### config.mk
export PLATFORM = sky130hd
export DESIGN_NAME = alsu_unit
export DESIGN_NICKNAME = d
export VERILOG_FILES = /design/src/rtl/alsu_pkg.sv /design/src/rtl/alsu_arith_bit.sv /design/src/rtl/alsu_logic_bit.sv /design/src/rtl/alsu_out_bit.sv /design/src/rtl/alsu_unit.sv
export SDC_FILE = /design/constraint.sdc
export NUM_CORES = 1
export LEC_CHECK = 0
export ABC_AREA = 1
export BUFFER_PORTS_ARGS = -buffer_cell sky130_fd_sc_hd__buf_2
export CAP_MARGIN = 20
export CORE_ASPECT_RATIO = 1.5
export CORE_MARGIN = 2
export CORE_UTILIZATION = 23
export DETAILED_ROUTE_END_ITERATION = 12
export PLACE_DENSITY = 0.51
export SLEW_MARGIN = 20
export SYNTH_ARGS = -nofsm -noshare
export SYNTH_HDL_FRONTEND = slang
export SYNTH_SLANG_ARGS = --single-unit
### constraint.sdc
create_clock -name vclk -period 2.9
set_input_delay 0.435 -clock vclk [all_inputs]
set_output_delay 0.435 -clock vclk [all_outputs]
set_load 0.01 [all_outputs]
### src/rtl/alsu_pkg.sv
package alsu_pkg;
   // Family chosen by op_sel[3:2]
   localparam logic [1:0] FAM_ARITH = 2'b00;
   localparam logic [1:0] FAM_LOGIC = 2'b01;
   localparam logic [1:0] FAM_SHR   = 2'b10;
   localparam logic [1:0] FAM_SHL   = 2'b11;

   // Second addend chosen by op_sel[1:0] in the arithmetic family
   localparam logic [1:0] ADD_B     = 2'b00;
   localparam logic [1:0] ADD_NB    = 2'b01;
   localparam logic [1:0] ADD_ZERO  = 2'b10;
   localparam logic [1:0] ADD_ONES  = 2'b11;

   // Bitwise result chosen by op_sel[1:0] in the logic family
   localparam logic [1:0] BIT_XOR   = 2'b00;
   localparam logic [1:0] BIT_OR    = 2'b01;
   localparam logic [1:0] BIT_AND   = 2'b10;
   localparam logic [1:0] BIT_NOTA  = 2'b11;
endpackage

### src/rtl/alsu_arith_bit.sv
module alsu_arith_bit
   import alsu_pkg::*;
(
   input  logic       a_i,
   input  logic       b_i,
   input  logic       c_i,
   input  logic [1:0] fn_i,
   output logic       y_o,
   output logic       d_o,
   output logic       c_o
);
   always_comb begin
      unique case (fn_i)
         ADD_B:    y_o = b_i;
         ADD_NB:   y_o = ~b_i;
         ADD_ZERO: y_o = 1'b0;
         default:  y_o = 1'b1;
      endcase
   end

   // full adder
   assign d_o = a_i ^ y_o ^ c_i;
   assign c_o = (a_i & y_o) | ((a_i ^ y_o) & c_i);
endmodule

### src/rtl/alsu_logic_bit.sv
module alsu_logic_bit
   import alsu_pkg::*;
(
   input  logic       a_i,
   input  logic       b_i,
   input  logic [1:0] fn_i,
   output logic       e_o
);
   always_comb begin
      unique case (fn_i)
         BIT_XOR: e_o = a_i ^ b_i;
         BIT_OR:  e_o = a_i | b_i;
         BIT_AND: e_o = a_i & b_i;
         default: e_o = ~a_i;
      endcase
   end
endmodule

### src/rtl/alsu_out_bit.sv
module alsu_out_bit
   import alsu_pkg::*;
(
   input  logic [1:0] fam_i,
   input  logic       d_i,
   input  logic       e_i,
   input  logic       shr_i,
   input  logic       shl_i,
   output logic       f_o
);
   always_comb begin
      unique case (fam_i)
         FAM_ARITH: f_o = d_i;
         FAM_LOGIC: f_o = e_i;
         FAM_SHR:   f_o = shr_i;
         default:   f_o = shl_i;
      endcase
   end
endmodule

### src/rtl/alsu_unit.sv
module alsu_unit
   import alsu_pkg::*;
#(
   parameter int WIDTH = 4
) (
   input  logic [WIDTH-1:0] a,
   input  logic [WIDTH-1:0] b,
   input  logic [3:0]       op_sel,
   input  logic             cin,
   input  logic             ser_right_in,
   input  logic             ser_left_in,
   output logic [WIDTH-1:0] f,
   output logic             cout,
   output logic             ovf
);
   localparam int MSB = WIDTH - 1;

   generate
      if (WIDTH < 2) begin : g_width_check
         $error("alsu_unit: WIDTH must be at least 2");
      end
   endgenerate

   logic [1:0]       fam;
   logic [1:0]       fn;
   logic [WIDTH:0]   carry;
   logic [WIDTH-1:0] y_vec;
   logic [WIDTH-1:0] d_vec;
   logic [WIDTH-1:0] e_vec;
   logic [WIDTH-1:0] shr_vec;
   logic [WIDTH-1:0] shl_vec;

   assign fam      = op_sel[3:2];
   assign fn       = op_sel[1:0];
   assign carry[0] = cin;

   for (genvar i = 0; i < WIDTH; i++) begin : g_stage
      alsu_arith_bit u_arith (
         .a_i  (a[i]),
         .b_i  (b[i]),
         .c_i  (carry[i]),
         .fn_i (fn),
         .y_o  (y_vec[i]),
         .d_o  (d_vec[i]),
         .c_o  (carry[i+1])
      );

      alsu_logic_bit u_logic (
         .a_i  (a[i]),
         .b_i  (b[i]),
         .fn_i (fn),
         .e_o  (e_vec[i])
      );

      if (i == MSB) begin : g_shr_top
         assign shr_vec[i] = ser_right_in;
      end else begin : g_shr_mid
         assign shr_vec[i] = a[i+1];
      end

      if (i == 0) begin : g_shl_bottom
         assign shl_vec[i] = ser_left_in;
      end else begin : g_shl_mid
         assign shl_vec[i] = a[i-1];
      end

      alsu_out_bit u_out (
         .fam_i (fam),
         .d_i   (d_vec[i]),
         .e_i   (e_vec[i]),
         .shr_i (shr_vec[i]),
         .shl_i (shl_vec[i]),
         .f_o   (f[i])
      );
   end

   assign cout = (fam == FAM_ARITH) ? carry[WIDTH] : 1'b0;
   assign ovf  = (fam == FAM_ARITH) ? (carry[WIDTH] ^ carry[MSB]) : 1'b0;

   // ---------------- assertions ----------------
   always_comb begin
      if (fam == FAM_ARITH) begin
         assert_arith_sum_R1: assert ({cout, f} ==
            ({1'b0, a} + {1'b0, y_vec} + {{WIDTH{1'b0}}, cin}))
            else $error("R1: adder row disagrees with a+y+cin");
         assert_ovf_sign_R4: assert (ovf ==
            ((a[MSB] == y_vec[MSB]) && (f[MSB] != a[MSB])))
            else $error("R4: overflow flag disagrees with sign rule");
      end else begin
         assert_carry_gated_R3: assert (cout == 1'b0)
            else $error("R3: carry-out active outside arithmetic");
         assert_no_overflow_R4: assert (ovf == 1'b0)
            else $error("R4: overflow active outside arithmetic");
      end
      if (fam == FAM_SHR) begin
         assert_shift_right_R6: assert ((f[MSB-1:0] == a[MSB:1]) &&
            (f[MSB] == ser_right_in))
            else $error("R6: right shift result wrong");
      end
      if (fam == FAM_SHL) begin
         assert_shift_left_R7: assert ((f[MSB:1] == a[MSB-1:0]) &&
            (f[0] == ser_left_in))
            else $error("R7: left shift result wrong");
      end
   end
endmodule

* Yosys cells after proc, flatten, opt, wreduce, memory -nomap -nowiden *
Cells that the tools add are included.

storage, ports and cells
  register bits after elaboration = 0
  output and inout bits = 6

cells by class
  bitwise operators = 41
  equal/unequal tests = 4
  reduce and logical (&&, ||, !) cells = 2
  multiplexer cells = 14

operator list
  cell                count
  $pmux 1 s3          12
  $xor 1x1->1         13
  $and 1x1->1         12
  $not 1->1           8
  $or 1x1->1          8
  $eq 2x1->1 const B  2
  $eq 2x2->1 const B  2
  $logic_not 2->1     2
  $mux 1              2

* Longest topological paths before layout *
Gate-level depths: netlist of run 1.

  depth in word-level cells = 13
  gate-level depth with buffers = 14

* Modules after synthesis *
A second synthesis of run 1 with hierarchy kept.

unflattened totals
  cells, all modules = 166
  area total of the unflattened synthesis = 804.5 um2

modules (own cells, without submodules)
  module          times used  area each (um2)  cells an instance
  alsu_logic_bit  4           76.3             15
  alsu_arith_bit  4           65.1             12
  alsu_out_bit    4           51.3             13
  alsu_unit       1           33.8             6

* Worst setup path before layout of run 1 *
No wires, ideal clock.

  kind = in2out
  start point = in op_sel[0]
  end point = out f[3]
  path buffers = 1
  data arrival time = 2,693 ps
  required time = 2,465 ps
  stages on the path = 13
  setup slack = -228 ps
  cells stage by stage = nand2_1 inv_1 nor2_1 nand2_1 o21ai_0 fa_1 inv_1 fa_1 fa_1 fa_1 a21oi_1 a21oi_2 buf_4

between the ends
  longest elaborated chain between the ends = 11
  elaborated cells between the ends (all ways) = 23
  those cells by class = eq/ne: 2; mux: 6; bitwise: 14; reduce/logical: 1

RTL lines
  element                             line                                        RTL
  start, declared                     alsu_unit.sv:8                              input logic [3:0] op_sel,
  $eq 2x2->1 (tied with other cells)  alsu_arith_bit.sv:13, alsu_logic_bit.sv:10
  $pmux 1 s3                          alsu_arith_bit.sv:13                        unique case (fn_i)
  $xor 1x1->1                         alsu_arith_bit.sv:23                        assign c_o = (a_i & y_o) | ((a_i ^ y_o) & c_i);
  $and 1x1->1                         alsu_arith_bit.sv:23
  $or 1x1->1                          alsu_arith_bit.sv:23
  $and 1x1->1                         alsu_arith_bit.sv:23
  $or 1x1->1                          alsu_arith_bit.sv:23
  $and 1x1->1                         alsu_arith_bit.sv:23
  $or 1x1->1                          alsu_arith_bit.sv:23
  $xor 1x1->1                         alsu_arith_bit.sv:22                        assign d_o = a_i ^ y_o ^ c_i;
  $pmux 1 s3 (*)                      alsu_out_bit.sv:12                          unique case (fam_i)
  end, declared                       alsu_unit.sv:12                             output logic [WIDTH-1:0] f,

Every way passes the cells marked *; elsewhere a longest branch is shown, timed or not.

* Worst setup path in the final report of run 1 *
Ends and elaborated chain as after synthesis.

==> impl_metrics.toml, run 1 <==
[outcome]
status = "finished with violations"
violations = "negative setup slack"

[die]
start_util = 0.235
dieWidth_um = 46.2
row_count = 23
core-area_mm2 = 0.00262
ios = 21
dieArea_mm2 = 0.00311
die_h_um = 67.4

[setup_path]
crit_path_start_kind = "input pin"
path_max_fanout = 4
arrival_ns = 2.62
cp.required_ns = 2.47
critPathCaptureType = "output pin"
crit_type = "in2out"

[finish]
layout.cells.most_common_list = "22 x buf_4, 20 x inv_1, 19 x buf_2"
fin_area_um2 = 992
layout-drive-gt1-share = 0.493
seq_cells = 0
seq_area_um2 = 0
nets = 173
antenna_cells = 0
fillers = 278
mostFrequentLayoutCell = "buf_4"
postLayoutCoreUtil = 0.379
layout.cells.non_filler = 181
area_growth_syn_to_layout_pct = 61.2
nClkBuffers = 0

[clock_network]
hold_buffers = 0

[drt]
wire_per_inst_um = 9.94
drt-total-wl_um = 1800
drc_errors = 0
vias = 747
first_iter_violations = 12
firstDrtPassIters = 4
ant_nets = 0
vias_per_cell = 4.13

[sta]
period_needed_ns = 3.06
setup_slack_ns = -0.156
fmax_mhz = 327
setup_tns_ns = -0.237
drv_slew = 0
rsz0062_at_grt = "true"
setup_viol = 3
final_hold_viol_count = 0
finalCritPeriodShare = 1.05
tightest_slew_ns = 0.245
maxSlewHeadroom = 0.836

[yosys]
yosys_warnings = 0
synth_top_area_frac = 0.163
ys_seq_area_frac = 0
synth_cell_types = 17
avgSynthCellArea_um2 = 5.92
synthCells = 104
synth_top_cell_by_area = "ha_1"
synth_nets = 131
synth.area.top_cells = "ha_1 16%, inv_1 14%, fa_1 13%"
syn-cell-area_um2 = 616

[global_routing]
overflow = 0
grt_first_pass_wirelength_um = 2800
grtUsageTotal = 0.119
grt_pass1_vias = 679
grt_max_degree = 8
antenna_found_initial = 0

[flow_run]
max_cap_viol_count = 0

[placement]
hpwl_um = 1410
place_area_um2 = 806
dpl.cell_count = 167
port_buffers = 21
gp_congestion = 0.825

[power]
power.leakage_nw = 0.552
irDropWorstVdd_v = 0.0000831
p_per_area_mw_per_mm2 = 169

[worst_hold_path]
min_path_type = "in2out"
worst max-delay path, cell delays in order:
cell	delay (ns)
buf_8	0.10
nand2_4	0.07
inv_4	0.04
nor2_4	0.08
nand2_2	0.05
o21ai_2	0.06
fa_2	0.21
inv_2	0.04
fa_2	0.33
fa_2	0.36
fa_2	0.54
a21oi_2	0.05
a21oi_2	0.12
buf_2	0.14
cells in the mapped netlist:
cell type  count
nand3_1        8
buf_4          4
fa_1           4
a21oi_2        4
xnor2_1        1
nand2_2        1
nand2_1       11
nor2_4         1
buf_6          1
inv_2          2
nor2_1        19
nor2_2         1
a21oi_1        7
inv_1         23
o21ai_0        8
ha_1           8
o21ai_1        1
power by group:
part / internal [mW] / leakage (nW) / switching, mW
Combinational: 0.0841 / 0.552 / 0.0835
Clock: 0 / 0 / 0
Sequential: 0 / 0 / 0
path summary, 6_finish.rpt:
check,startpoint,to,cells past startpoint
min,ser_left_in,f[0],4
max,op_sel[0],f[3],14
kinds of logic after synthesis:
kind of cell / synth area share
AND/OR/NAND/NOR: 0.287
XOR/XNOR: 0.0142
adder cells (fa/ha/maj): 0.293
buffers and inverters: 0.220
AO/OA/AOI/OAI: 0.187
metal layers:
metal / GRT usage / vias up / routed length, µm
li1: - / 396 / -
met1: 0.135 / 332 / 655
met2: 0.236 / 15 / 1030
met5: 0 / - / 0
met3: 0.00267 / 4 / 55
met4: 0.0179 / 0 / 57
stage by stage:
step                      setup slack (ns)  hold WS, ns  power [mW]
after floorplan                     -0.133         1.06      0.0862
after global placement              -0.234         1.20       0.128
after detailed placement            -0.267         1.20       0.129
after CTS                           -0.174         1.20       0.151
after global routing                -0.257         1.21       0.187
final                               -0.156         1.19       0.168
repair_timing:
item,in CTS,in global routing
resized for setup,15,14
buffers inserted,13,3
pin swaps,4,7
endpoints found under the hold margin,0,0
endpoints found under the setup margin,4,6
cell type report:
type               instances  area [µm²]  area share
well taps                 37        46.3      0.0467
multi-input cells         74         537       0.541
repair buffers            45         313       0.315
inverters                 25        96.3      0.0971
Power figures use the tool's default switching activity.
==> inputs of run 2 (changes only) <==
- BUFFER_PORTS_ARGS: -buffer_cell sky130_fd_sc_hd__buf_2 -> unset
- CELL_PAD_IN_SITES_DETAIL_PLACEMENT: unset -> 1
- CELL_PAD_IN_SITES_GLOBAL_PLACEMENT: unset -> 1
- DONT_BUFFER_PORTS: unset -> 1
- PLACE_DENSITY: 0.51 -> 0.57
- SETUP_SLACK_MARGIN: unset -> 0.15
==> impl_metrics.toml, run 2 (synthesized netlist as in run 1, its figures left out) <==
[global_routing]
grtUsageTotal = 0.122
grt_first_pass_wirelength_um = 2830
grt_max_degree = 15
overflow = 0
grt_pass1_vias = 629
antenna_found_initial = 0

[setup_path]
critPathSlowestCell = "fa_2"
critPathCaptureType = "output pin"
cp.required_ns = 2.47
crit_top_cell = "fa_2"
critPathLaunch = "op_sel[0]"
crit_chain = "nand2_8 > inv_4 > nor2_4 > nand2_2 > o21ai_2 > fa_2 > inv_2 > fa_2 > fa_2 > fa_2 > a21oi_2 > a21oi_2"
arrival_ns = 2.46
crit_type = "in2out"
slowest_delay_ns = 0.54
crit_path_start_kind = "input pin"
path_max_fanout = 14

[finish]
area_growth_syn_to_layout_pct = 18.1
fillers = 344
layout.cells.most_common_list = "21 x inv_1, 18 x nor2_1, 9 x nand2_1"
mostFrequentLayoutCell = "inv_1"
fin_area_um2 = 727
nets = 136
seq_cells = 0
multi_input_area_um2 = 524
layout.cells.non_filler = 144
nClkBuffers = 0
seq_area_um2 = 0
antenna_cells = 0
postLayoutCoreUtil = 0.278
layout-drive-gt1-share = 0.262

[drt]
vias_per_cell = 4.39
firstDrtPassIters = 3
first_iter_violations = 8
ant_nets = 0
wire_per_inst_um = 12.3
drc_errors = 0
vias = 632
drt-total-wl_um = 1780

[sta]
fmax_mhz = 345
setup_slack_ns = 0.00148
fin_hold_ws_ns = 1.04
setup_tns_ns = 0
rsz0062_at_grt = "true"
tightest_slew_ns = 0.252
period_needed_ns = 2.90
maxSlewHeadroom = 0.832
final_hold_viol_count = 0
setup_viol = 0
finalCritPeriodShare = 0.999
drv_slew = 0

[placement]
dpl.cell_count = 140
pre_cts_slack_ns = -0.0831
port_buffers = 0
hpwl_um = 1570
gp_congestion = 0.739
place_area_um2 = 687

[power]
p_int_uw = 51.4
share_comb_of_total_power = 1.000
seqPwrFrac = 0
p_per_area_mw_per_mm2 = 154
irDropWorstVdd_v = 0.0000648
clockPowerShare = 0
swShare = 0.542
power.leakage_nw = 0.374
p_switching_uw = 60.9
finalPower_uw = 112

[die]
row_count = 23
core-area_mm2 = 0.00262
ios = 21
dieArea_mm2 = 0.00311
dieWidth_um = 46.2
die_h_um = 67.4
start_util = 0.235

[worst_hold_path]
min_from = "ser_left_in"
min_path_type = "in2out"
hold_depth = 2

[outcome]
status = "finished, final reports clean"

[clock_network]
hold_buffers = 0

[flow_run]
max_cap_viol_count = 0
## run 2: changes by cell type in the layout (fill, tap and decap cells not counted), moves of 2 or more
cell     previous run  this run
o21ai_0             5         7
buf_6               2         0
buf_8               2         0
buf_4              22         8
buf_2              19         0
o21ai_2             4         1
## run 2: cell type report
type,instances,area share
well taps,37,0.0637
inverters,25,0.133
repair buffers,8,0.0826
multi-input cells,74,0.721
## run 2: worst paths after layout
path                  endpoint  slack, ns
worst min-delay path      f[0]       1.04
worst max-delay path      f[3]      0.001
## run 2: per-layer routing
layer / vias up / GRT usage / wire length, µm / part of all wire
met5: - / 0 / 0 / 0
met4: 0 / 0.0250 / 40 / 0.023
met3: 4 / 0.0134 / 71 / 0.040
met2: 15 / 0.247 / 1040 / 0.58
met1: 293 / 0.126 / 626 / 0.35
li1: 320 / - / - / -
## run 2: timing repair
action,CTS,global route
gates resized for setup,2,1
pin swaps,4,3
setup buffers,3,1
endpoints found under the setup margin,3,3
## run 2: power groups by stage
stage / clock network, mW / logic, mW / registers [mW]
3_3_place_gp: 0 / 0.100 / 0
5_1_grt: 0 / 0.128 / 0
3_5_place_dp: 0 / 0.104 / 0
4_1_cts: 0 / 0.112 / 0
6_report: 0 / 0.112 / 0
2_1_floorplan: 0 / 0.0909 / 0
## run 2: critical path: cells and delay by family
family,cells,cell delay [ns]
AND/OR/NAND/NOR,3,0.18
buffers and inverters,2,0.07
adder cells (fa/ha/maj),4,1.46
AO/OA/AOI/OAI,3,0.30
